[config.mk]
export PLATFORM = sky130hd
export DESIGN_NAME = dcache_access_ctl
export DESIGN_NICKNAME = d
export VERILOG_FILES = /design/src/rtl/dcc_pkg.sv /design/src/rtl/dcc_mshr_gate.sv /design/src/rtl/dcc_hit_path.sv /design/src/rtl/dcc_miss_path.sv /design/src/rtl/dcc_enq_pack.sv /design/src/rtl/dcache_access_ctl.sv
export SDC_FILE = /design/constraint.sdc
export NUM_CORES = 1
export LEC_CHECK = 0
export BUFFER_PORTS_ARGS = -buffer_cell sky130_fd_sc_hd__buf_4
export CORE_MARGIN = 5
export CORE_UTILIZATION = 42
export DETAILED_ROUTE_END_ITERATION = 6
export GPL_TIMING_DRIVEN = 0
export PLACE_DENSITY_LB_ADDON = 0.12
export RECOVER_POWER = 100
export SYNTH_ARGS = -nofsm -noshare
export SYNTH_HDL_FRONTEND = slang
export SYNTH_HIERARCHICAL = 1
export SYNTH_SLANG_ARGS = --single-unit
[constraint.sdc]
create_clock -name vclk -period 3.7
set_input_delay 0.185 -clock vclk [all_inputs]
set_output_delay 0.185 -clock vclk [all_outputs]
set_load 0.03 [all_outputs]
[src/rtl/dcc_pkg.sv]
package dcc_pkg;
  localparam logic [1:0] RES_HIT  = 2'd0;
  localparam logic [1:0] RES_MISS = 2'd1;
  localparam logic [1:0] RES_FAIL = 2'd2;

  localparam logic [1:0] PRB_HIT  = 2'd0;
  localparam logic [1:0] PRB_MISS = 2'd1;

  localparam logic [1:0] WP_RO = 2'd0;
  localparam logic [1:0] WP_WB = 2'd1;
  localparam logic [1:0] WP_WT = 2'd2;

  localparam logic [1:0] RQ_WRITE   = 2'd0;
  localparam logic [1:0] RQ_READ    = 2'd1;
  localparam logic [1:0] RQ_WA_READ = 2'd2;
  localparam logic [1:0] RQ_WBACK   = 2'd3;

  // Queue lacks room for an access that may add `extra` entries beyond the first check
  function automatic logic mq_short(input int unsigned occ, input int unsigned extra,
                                    input int unsigned cap);
    return (occ + extra) >= cap;
  endfunction

  // Number of queue slots that must be free (beyond occupancy) for a miss
  function automatic int unsigned miss_reserve(input logic is_write, input logic walloc,
                                               input logic read_only);
    if (is_write) return walloc ? 2 : 0;
    return read_only ? 0 : 1;
  endfunction
endpackage

[src/rtl/dcc_mshr_gate.sv]
module dcc_mshr_gate (
  input  logic mshr_hit,
  input  logic mshr_full,
  input  logic mq_room,
  output logic merge,
  output logic fresh,
  output logic ok
);
  always_comb begin
    merge = mshr_hit && !mshr_full;
    fresh = !mshr_hit && !mshr_full && mq_room;
    ok    = merge || fresh;
  end

  always_comb begin
    // merging and fresh allocation are exclusive
    a_r7_mshr_exclusive: assert (!(merge && fresh));
  end
endmodule

[src/rtl/dcc_hit_path.sv]
module dcc_hit_path
  import dcc_pkg::*;
#(
  parameter int MQ_CAP = 8,
  localparam int CNT_W = $clog2(MQ_CAP + 1)
) (
  input  logic [1:0]       wpol,
  input  logic             shared_scope,
  input  logic             is_write,
  input  logic             is_atomic,
  input  logic             is_global,
  input  logic [CNT_W-1:0] mq_count,
  output logic             accept,
  output logic             send_write,
  output logic             touch,
  output logic             set_mod,
  output logic             invalidate
);
  logic thru;

  always_comb begin
    thru       = is_write && ((wpol == WP_WT) || (!shared_scope && is_global));
    accept     = 1'b1;
    send_write = 1'b0;
    touch      = 1'b0;
    set_mod    = 1'b0;
    invalidate = 1'b0;
    if (thru) begin
      accept     = !mq_short(int'(mq_count), 0, MQ_CAP);
      send_write = accept;
      invalidate = accept;
    end else begin
      touch   = 1'b1;
      set_mod = is_write || is_atomic;
    end
  end

  always_comb begin
    // an invalidated line never also gets marked dirty or touched
    a_r2_inval_excl: assert (!(invalidate && (set_mod || touch)));
  end
endmodule

[src/rtl/dcc_miss_path.sv]
module dcc_miss_path
  import dcc_pkg::*;
#(
  parameter int MQ_CAP = 8,
  localparam int CNT_W = $clog2(MQ_CAP + 1)
) (
  input  logic [1:0]       wpol,
  input  logic             walloc,
  input  logic             is_write,
  input  logic             mshr_hit,
  input  logic             mshr_full,
  input  logic             victim_dirty,
  input  logic [CNT_W-1:0] mq_count,
  output logic             accept,
  output logic             send_write,
  output logic             send_read,
  output logic             read_is_alloc,
  output logic             send_wb,
  output logic             wb_event,
  output logic             read_event,
  output logic             mshr_add,
  output logic             touch
);
  logic        read_only;
  logic        room;
  logic        g_merge, g_fresh, g_ok;
  logic        slots_ok;
  int unsigned reserve;

  assign read_only = (wpol == WP_RO);
  // A write-allocate fetch is queued behind its own write entry
  assign room = is_write ? ((int'(mq_count) + 1) < MQ_CAP) : (int'(mq_count) < MQ_CAP);

  dcc_mshr_gate u_gate (
    .mshr_hit (mshr_hit),
    .mshr_full(mshr_full),
    .mq_room  (room),
    .merge    (g_merge),
    .fresh    (g_fresh),
    .ok       (g_ok)
  );

  always_comb begin
    reserve       = miss_reserve(is_write, walloc, read_only);
    slots_ok      = !mq_short(int'(mq_count), reserve, MQ_CAP);
    accept        = 1'b0;
    send_write    = 1'b0;
    send_read     = 1'b0;
    read_is_alloc = 1'b0;
    send_wb       = 1'b0;
    wb_event      = 1'b0;
    read_event    = 1'b0;
    mshr_add      = 1'b0;
    touch         = 1'b0;
    if (is_write && !walloc) begin
      accept     = slots_ok;
      send_write = slots_ok;
    end else if (is_write) begin
      accept        = slots_ok && g_ok;
      send_write    = accept;
      send_read     = accept && g_fresh;
      read_is_alloc = 1'b1;
      send_wb       = accept && victim_dirty;
      mshr_add      = accept;
      touch         = accept;
    end else begin
      accept     = slots_ok && g_ok;
      send_read  = accept && g_fresh;
      read_event = send_read;
      send_wb    = accept && victim_dirty && !read_only;
      wb_event   = send_wb;
      mshr_add   = accept;
      touch      = accept;
    end
  end

  always_comb begin
    // read-only misses never spill a victim
    a_r9_ro_no_wb: assert (!(read_only && send_wb));
    // rejection leaves MSHR untouched
    a_r5_reject_clean: assert (accept || !(mshr_add || send_write || send_read || send_wb));
  end
endmodule

[src/rtl/dcc_enq_pack.sv]
module dcc_enq_pack #(
  parameter int ADDR_W = 32,
  parameter int NSLOT  = 3,
  localparam int RANK_W = $clog2(NSLOT + 1)
) (
  input  logic [NSLOT-1:0]        cand_vld,
  input  logic [2*NSLOT-1:0]      cand_kind,
  input  logic [NSLOT*ADDR_W-1:0] cand_addr,
  output logic [NSLOT-1:0]        slot_vld,
  output logic [2*NSLOT-1:0]      slot_kind,
  output logic [NSLOT*ADDR_W-1:0] slot_addr
);
  logic [RANK_W-1:0] rank [NSLOT];

  // rank of a candidate = number of valid candidates ahead of it
  always_comb begin
    for (int j = 0; j < NSLOT; j++) begin
      rank[j] = '0;
      for (int k = 0; k < j; k++) rank[j] = rank[j] + RANK_W'(cand_vld[k]);
    end
  end

  for (genvar s = 0; s < NSLOT; s++) begin : g_slot
    logic              v;
    logic [1:0]        kd;
    logic [ADDR_W-1:0] ad;
    always_comb begin
      v  = 1'b0;
      kd = '0;
      ad = '0;
      for (int j = 0; j < NSLOT; j++) begin
        if (cand_vld[j] && (rank[j] == RANK_W'(s))) begin
          v  = 1'b1;
          kd = cand_kind[2*j +: 2];
          ad = cand_addr[j*ADDR_W +: ADDR_W];
        end
      end
    end
    assign slot_vld[s]                 = v;
    assign slot_kind[2*s +: 2]         = kd;
    assign slot_addr[s*ADDR_W +: ADDR_W] = ad;
  end

  always_comb begin
    // no entry lost or duplicated, and slots fill from the bottom
    a_r10_count_kept: assert ($countones(slot_vld) == $countones(cand_vld));
    for (int s = 1; s < NSLOT; s++)
      a_r10_no_gap: assert (!slot_vld[s] || slot_vld[s-1]);
  end
endmodule

[src/rtl/dcache_access_ctl.sv]
module dcache_access_ctl
  import dcc_pkg::*;
#(
  parameter int ADDR_W     = 32,
  parameter int LINE_OFF_W = 7,
  parameter int MQ_CAP     = 8,
  localparam int CNT_W = $clog2(MQ_CAP + 1),
  localparam int NSLOT = 3
) (
  input  logic                    acc_valid,
  input  logic                    acc_is_write,
  input  logic                    acc_is_atomic,
  input  logic                    acc_is_global,
  input  logic [ADDR_W-1:0]       acc_addr,
  input  logic [1:0]              probe_status,
  input  logic                    victim_dirty,
  input  logic [ADDR_W-1:0]       victim_addr,
  input  logic                    mshr_hit,
  input  logic                    mshr_full,
  input  logic [CNT_W-1:0]        mq_count,
  input  logic [1:0]              cfg_wpol,
  input  logic                    cfg_shared,
  input  logic                    cfg_walloc,
  output logic [1:0]              result,
  output logic                    illegal_access,
  output logic                    lru_touch,
  output logic                    line_set_modified,
  output logic                    line_invalidate,
  output logic                    mshr_add,
  output logic                    ev_write_sent,
  output logic                    ev_read_sent,
  output logic                    ev_wb_sent,
  output logic [NSLOT-1:0]        enq_valid,
  output logic [2*NSLOT-1:0]      enq_kind,
  output logic [NSLOT*ADDR_W-1:0] enq_addr
);
  logic h_acc, h_wr, h_touch, h_mod, h_inv;
  logic m_acc, m_wr, m_rd, m_rd_alloc, m_wb, m_wb_ev, m_rd_ev, m_mshr, m_touch;
  logic is_hit, is_miss, illegal;
  logic [ADDR_W-1:0] line_addr;
  logic [NSLOT-1:0]        c_vld;
  logic [2*NSLOT-1:0]      c_kind;
  logic [NSLOT*ADDR_W-1:0] c_addr;

  assign line_addr = {acc_addr[ADDR_W-1:LINE_OFF_W], {LINE_OFF_W{1'b0}}};
  assign illegal   = acc_valid && acc_is_write && (cfg_wpol == WP_RO);
  assign is_hit    = acc_valid && !illegal && (probe_status == PRB_HIT);
  assign is_miss   = acc_valid && !illegal && (probe_status == PRB_MISS);

  dcc_hit_path #(.MQ_CAP(MQ_CAP)) u_hit (
    .wpol        (cfg_wpol),
    .shared_scope(cfg_shared),
    .is_write    (acc_is_write),
    .is_atomic   (acc_is_atomic),
    .is_global   (acc_is_global),
    .mq_count    (mq_count),
    .accept      (h_acc),
    .send_write  (h_wr),
    .touch       (h_touch),
    .set_mod     (h_mod),
    .invalidate  (h_inv)
  );

  dcc_miss_path #(.MQ_CAP(MQ_CAP)) u_miss (
    .wpol         (cfg_wpol),
    .walloc       (cfg_walloc),
    .is_write     (acc_is_write),
    .mshr_hit     (mshr_hit),
    .mshr_full    (mshr_full),
    .victim_dirty (victim_dirty),
    .mq_count     (mq_count),
    .accept       (m_acc),
    .send_write   (m_wr),
    .send_read    (m_rd),
    .read_is_alloc(m_rd_alloc),
    .send_wb      (m_wb),
    .wb_event     (m_wb_ev),
    .read_event   (m_rd_ev),
    .mshr_add     (m_mshr),
    .touch        (m_touch)
  );

  // Candidate order is fixed: write, read, writeback
  always_comb begin
    c_vld[0] = (is_hit && h_wr) || (is_miss && m_wr);
    c_vld[1] = is_miss && m_rd;
    c_vld[2] = is_miss && m_wb;
    c_kind   = {RQ_WBACK, (m_rd_alloc ? RQ_WA_READ : RQ_READ), RQ_WRITE};
    c_addr   = {victim_addr, line_addr, acc_addr};
  end

  dcc_enq_pack #(.ADDR_W(ADDR_W), .NSLOT(NSLOT)) u_pack (
    .cand_vld (c_vld),
    .cand_kind(c_kind),
    .cand_addr(c_addr),
    .slot_vld (enq_valid),
    .slot_kind(enq_kind),
    .slot_addr(enq_addr)
  );

  always_comb begin
    if (!acc_valid)   result = RES_HIT;
    else if (is_hit)  result = h_acc ? RES_HIT : RES_FAIL;
    else if (is_miss) result = m_acc ? RES_MISS : RES_FAIL;
    else              result = RES_FAIL;
    illegal_access    = illegal;
    lru_touch         = (is_hit && h_touch) || (is_miss && m_touch);
    line_set_modified = is_hit && h_mod;
    line_invalidate   = is_hit && h_inv;
    mshr_add          = is_miss && m_mshr;
    ev_write_sent     = c_vld[0];
    ev_read_sent      = is_miss && m_rd_ev;
    ev_wb_sent        = is_miss && m_wb_ev;
  end

  always_comb begin
    // accepted accesses never push the queue past capacity
    a_r1_no_overflow: assert (result == RES_FAIL ||
                              (int'(mq_count) + $countones(enq_valid)) <= MQ_CAP);
    // a rejection has no side effects
    a_r8_fail_quiet: assert (result != RES_FAIL ||
                             (enq_valid == '0 && !lru_touch && !line_set_modified &&
                              !line_invalidate && !mshr_add));
    // invalidation goes with exactly one forwarded write in slot 0
    a_r2_inval_write: assert (!line_invalidate ||
                              (enq_valid == 3'b001 && enq_kind[1:0] == RQ_WRITE &&
                               result == RES_HIT));
    // idle cycle drives nothing
    a_r11_idle: assert (acc_valid || (enq_valid == '0 && !mshr_add && !lru_touch &&
                                      !illegal_access && result == RES_HIT));
    // illegal access is always rejected
    a_r9_illegal_fail: assert (!illegal_access || result == RES_FAIL);
  end
endmodule

# Word level (Yosys, flattened, before mapping)
# Index checks and enable logic that the tools add are counted.
[totals] regBits=0 input_bits=81 wordCells=102
[classes] addsub=3 order_cmp=4 eq_ne=4 mux=45 n_reduce_logical=46
[op_table] operator="32-bit 2-to-1 mux" count=8
[op_table] operator="4-bit by 32-bit adder with 32-bit output" count=1
[op_table] operator="32-bit by 4-bit >= comparator with 1-bit output, second input constant" count=1
[op_table] operator="32-bit by 5-bit < comparator with 1-bit output, second input constant" count=1
[op_table] operator="1-bit logical AND" count=29
[op_table] operator="1-bit 2-to-1 mux" count=25
[op_table] operator="2-bit 2-to-1 mux" count=12
[op_table] operator="1-bit zero test" count=8
[op_table] operator="2-bit zero test" count=4
[op_table] operator="4-bit by 1-bit adder with 5-bit output, second input constant" count=1
[op_table] operator="1-bit logical OR" count=5
[op_table] operator="2-bit by 1-bit == test with 1-bit output, second input constant" count=2
[op_table] operator="2-bit == test, second input constant" count=2
[op_table] operator="4-bit >= comparator, second input constant" count=1
[op_table] operator="4-bit < comparator, second input constant" count=1
[op_table] operator="1-bit by 1-bit adder with 2-bit output" count=1

# Longest topological paths before layout
[depth] ltp_word=15 depth_mapped=17 mapped_depth_nobuf=12

# Modules after synthesis
# Netlist, hierarchy kept.
[by_module_without_submodules] module="dcc_enq_pack" instances=1 cells_per_inst=297 area_per_inst_um2=2001.9 seq_area_each_um2=0.0
[by_module_without_submodules] module="dcache_access_ctl" instances=1 cells_per_inst=23 area_per_inst_um2=201.4 seq_area_each_um2=0.0
[by_module_without_submodules] module="dcc_miss_path" instances=1 cells_per_inst=27 area_per_inst_um2=186.4 seq_area_each_um2=0.0
[by_module_without_submodules] module="dcc_hit_path" instances=1 cells_per_inst=10 area_per_inst_um2=73.8 seq_area_each_um2=0.0
[by_module_without_submodules] module="dcc_mshr_gate" instances=1 cells_per_inst=3 area_per_inst_um2=28.8 seq_area_each_um2=0.0

# Worst setup path before layout
# OpenSTA, ideal clock, no wires.
[synth_path] path_type="input port to output port" start="input cfg_wpol[1]" end="output enq_addr[63]" t_arrival_ns=3.947 required_ns=3.515 slack_ns=-0.432 cell_stages=16 cell_sequence="o21ba_2 ha_1 inv_1 fa_1 nand4_1 a21oi_1 mux2i_1 nor3_1 buf_2 buf_2 inv_1 ha_1 buf_2 and2_4 buf_6 o21ai_0"
[synth_between] elab_chain_len=15 elab_cells_between_ends=36 cone_classes="2 x add/sub; 1 x order compare; 2 x eq/ne; 10 x mux; 21 x reduce/logical"
[synth_lines] element="start, declared" line="dcache_access_ctl.sv:21" text="input logic [1:0] cfg_wpol,"
[synth_lines] element="2-bit zero test *" line="dcc_miss_path.sv:30" text="assign read_only = (wpol == WP_RO);"
[synth_lines] element="1-bit 2-to-1 mux *" line="dcc_pkg.sv:28" text="return read_only ? 0 : 1;"
[synth_lines] element="32-bit 2-to-1 mux *" line="dcc_pkg.sv:28"
[synth_lines] element="4-bit by 32-bit adder with 32-bit output *" line="dcc_pkg.sv:21" text="return (occ + extra) >= cap;"
[synth_lines] element="32-bit by 4-bit >= comparator with 1-bit output *" line="dcc_pkg.sv:21"
[synth_lines] element="1-bit zero test *" line="dcc_miss_path.sv:45" text="slots_ok = !mq_short(int'(mq_count), reserve, MQ_CAP);"
[synth_lines] element="1-bit logical AND" line="dcc_miss_path.sv:59" text="accept = slots_ok && g_ok;"
[synth_lines] element="1-bit 2-to-1 mux" line="dcc_miss_path.sv:58" text="end else if (is_write) begin"
[synth_lines] element="1-bit 2-to-1 mux *" line="dcc_miss_path.sv:55" text="if (is_write && !walloc) begin"
[synth_lines] element="named net m_wr" line="dcache_access_ctl.sv:38" text="logic m_acc, m_wr, m_rd, m_rd_alloc, m_wb, m_wb_ev, m_rd_ev, m_mshr, m_touch;"
[synth_lines] element="1-bit logical AND *" line="dcache_access_ctl.sv:85" text="c_vld[0] = (is_hit && h_wr) || (is_miss && m_wr);"
[synth_lines] element="1-bit logical OR *" line="dcache_access_ctl.sv:85"
[synth_lines] element="named net ev_write_sent" line="dcache_access_ctl.sv:30" text="output logic ev_write_sent,"
[synth_lines] element="1-bit by 1-bit adder with 2-bit output" line="dcc_enq_pack.sv:19" text="for (int k = 0; k < j; k++) rank[j] = rank[j] + RANK_W'(cand_vld[k]);"
[synth_lines] element="2-bit by 1-bit == test with 1-bit output" line="dcc_enq_pack.sv:32" text="if (cand_vld[j] && (rank[j] == RANK_W'(s))) begin"
[synth_lines] element="1-bit logical AND" line="dcc_enq_pack.sv:32"
[synth_lines] element="32-bit 2-to-1 mux *" line="dcc_enq_pack.sv:32"
[synth_lines] element="end, declared" line="dcache_access_ctl.sv:35" text="output logic [NSLOT*ADDR_W-1:0] enq_addr"
# The timed path passes the listed nets; every way through them passes the cells marked *.

# Worst setup path after layout
[layout_path] start="input acc_is_write" end="output enq_valid[1]"
[layout_between] elab_chain_len=14 elab_cells_between_ends=38 cone_classes="2 x add/sub; 1 x order compare; 1 x eq/ne; 12 x mux; 22 x reduce/logical"
[layout_lines] element="start, declared" line="dcache_access_ctl.sv:11" text="input logic acc_is_write,"
[layout_lines] element="32-bit 2-to-1 mux / 1-bit 2-to-1 mux (equally long branches)" line="dcc_pkg.sv:27" text="if (is_write) return walloc ? 2 : 0;"
[layout_lines] element="32-bit 2-to-1 mux" line="dcc_pkg.sv:28"
[layout_lines] element="4-bit by 32-bit adder with 32-bit output" line="dcc_pkg.sv:21"
[layout_lines] element="32-bit by 4-bit >= comparator with 1-bit output" line="dcc_pkg.sv:21"
[layout_lines] element="1-bit zero test" line="dcc_miss_path.sv:45"
[layout_lines] element="1-bit logical AND" line="dcc_miss_path.sv:59"
[layout_lines] element="1-bit 2-to-1 mux" line="dcc_miss_path.sv:58"
[layout_lines] element="1-bit 2-to-1 mux *" line="dcc_miss_path.sv:55"
[layout_lines] element="named net m_wr" line="dcache_access_ctl.sv:38"
[layout_lines] element="1-bit logical AND *" line="dcache_access_ctl.sv:85"
[layout_lines] element="1-bit logical OR *" line="dcache_access_ctl.sv:85"
[layout_lines] element="1-bit by 1-bit adder with 2-bit output" line="dcc_enq_pack.sv:19"
[layout_lines] element="2-bit by 1-bit == test with 1-bit output" line="dcc_enq_pack.sv:32"
[layout_lines] element="1-bit logical AND" line="dcc_enq_pack.sv:32"
[layout_lines] element="1-bit 2-to-1 mux *" line="dcc_enq_pack.sv:32"
[layout_lines] element="end, declared" line="dcache_access_ctl.sv:33" text="output logic [NSLOT-1:0] enq_valid,"
# Marked as above.

==> summary.txt <==
Clock tree
  • Hold buffers post-CTS: 0

Pwr
  • Leak: 2.10 nW
  • Final Power: 0.204 mW
  • Peak supply drop: between 0.05 and 0.06 mV
  • PD cells: just under 50 nW/um2

Timing
  • Final min period: roughly 3.6 ns
  • Crit share post-route: a little over nine tenths
  • Final Hold Fails: 0
  • Worst Hold Slack: 0.730 ns
  • # setup viols final: 0
  • Slew headroom: between 60% and 70%
  • Max-slew violations: 0
  • Worst setup margin: ~0.15 ns
  • Worst-Margin Slew: 0.521 ns
  • FMAX: 0.282 GHz

Finish
  • # diodes: 0
  • Final layout net count: between 600 and 700
  • Share of cells above drive strength 1: ~49%
  • Area Growth Syn to Fin: 67.3%
  • Sequential cell count: 0
  • Final Non-Filler Cells: ~660
  • Fillcell total: 528
  • Register area: 0 um2
  • CLK BUF: 0

Die
  • Die H: between 80 and 90 um
  • I/O Pins: a little under 200
  • Die Area: 7560 um2
  • Cell row count: 28
  • Die Wd: between 80 and 90 um
  • Initial core utilization: roughly 42%
  • Placeable Area: 5850 um2

Placed design
  • Setup slack at placement: -0.106 ns
  • GPL Wtd Cong: 0.808
  • Placed cell count: ~650
  • I/O Buffers: about 200
  • Detail Placement HPWL: ~8500 um

Global routing
  • Vias in the first global route: roughly 3.4k
  • First-pass GRT wire length: approximately 16000 um
  • Initial antenna violation count: 0
  • Largest net degree at the start of global routing: 15
  • Gr busiest metal: met2
  • Overflow after GRT: 0
  • GRT Resource Usage Total: around a quarter
  • Met2 Usage GRT: 42.9%
  • GR Layer Usage met1: 33.2%
  • GR Util met3: 5.87%

Setup path
  • Crit-path cells: buf_4 -> nand2_1 -> inv_2 -> ha_1 -> a21o_1 -> a21o_4 -> a21oi_2 -> mux2i_1 -> nor3_2 -> buf_4 -> buf_4 -> inv_1 -> ha_1 -> buf_2 -> and2_4 -> buf_6 -> or2_1 -> buf_4 -> buf_4
  • CP peak stage delay: 0.28 ns
  • Critical path buffers and inverters: 9
  • Crit start category: input port
  • Slowest CP cell: ha_1
  • CP Class: input port to output pin
  • Worst-path maximum fanout: 14
  • Critical Path End Type: output pin
  • Most frequent CP cell: buf_4
  • Family with the most delay on the worst path: buffers and inverters
  • CP Data Required Time: about 3.5 ns
  • Crit path DAT: 3.37 ns

Route
  • DR pass1 iterations: 5
  • Via count: 3675
  • WL final: roughly 11000 um
  • Via density: around 5.6
  • Residual DRC: 0
  • DR WL/cell: about 16 um
  • DRT iter0 DRCs: 155
  • Antenna viol nets, final: 0

Yosys
  • Synth Warn #: 6
  • Post-Synthesis Cell Area: around 2500 um2
  • Mapped Cells: around 360
  • Synth Area per Inst: 6.93 um2

Min path
  • Hold Path Class: input port to output pin

Run status
  • Run status: completed

Run
  • MaxCap Viol Count: 0
==> timing repair <==
item	CTS	global route
endpoints found under the setup margin	31	66
pin swaps	1	1
gates resized for setup	4	6
setup buffers	1	5
==> where the power goes <==
part / switching, mW / internal (mW)
Clock: 0 / 0
Sequential: 0 / 0
Combinational: 0.100 / 0.104
Total: 0.100 / 0.104
==> layout by cell type, fill, tap and decap left out, types with 2 or more instances in the layout <==
cell and n:
nand3b_1 34, a21oi_1 4, nor3b_1 6, nor3b_2 2, a22oi_1 34, o21ai_2 30, and2_1 2, buf_2 16
mux2i_1 3, buf_6 5, o211ai_1 2, o21ai_0 6, nand2b_1 2, nand2_1 36, a221oi_1 2, buf_4 209
nor2b_2 2, and3_1 34, nand3_1 35, conb_1 22, inv_1 8, ha_1 5, a2bb2oi_1 34, inv_2 2
clkbuf_2 5, buf_12 3, clkbuf_1 16
==> routing by layer <==
metal | vias up | wire length (um)
met2 | 171 | 5200
met1 | 1711 | 4280
li1 | 1777 | -
met3 | 16 | 1090
met4 | 0 | 200
met5 | - | 0
==> final timing paths <==
path	startpoint	endpoint	slack [ns]	cells past startpoint
worst min-delay path	probe_status[0]	line_set_modified	0.73	3
worst max-delay path	acc_is_write	enq_valid[1]	0.15	19
==> area by class of cell <==
class / count / area, um2 / share of cell area (%)
multi-input combinational: 316 / 2180 / 52.4
timing repair buffer: 201 / 1490 / 35.9
buffer: 53 / 357 / 8.57
tap: 75 / 93.8 / 2.26
inverter: 10 / 37.5 / 0.902
==> per-stage QoR <==
| step | util [%] | TNS (ns) | cell area (um2) |
|---|---|---|---|
| floorplan | - | -0.202 | 2570 |
| global placement | 70.5 | -1.10 | 4120 |
| detailed placement | 70.5 | -2.38 | 4120 |
| CTS | 70.7 | 0 | 4140 |
| global route | 71.1 | -0.462 | 4160 |
| finish | 71.1 | 0 | 4160 |
Power figures use the tool's default switching activity.
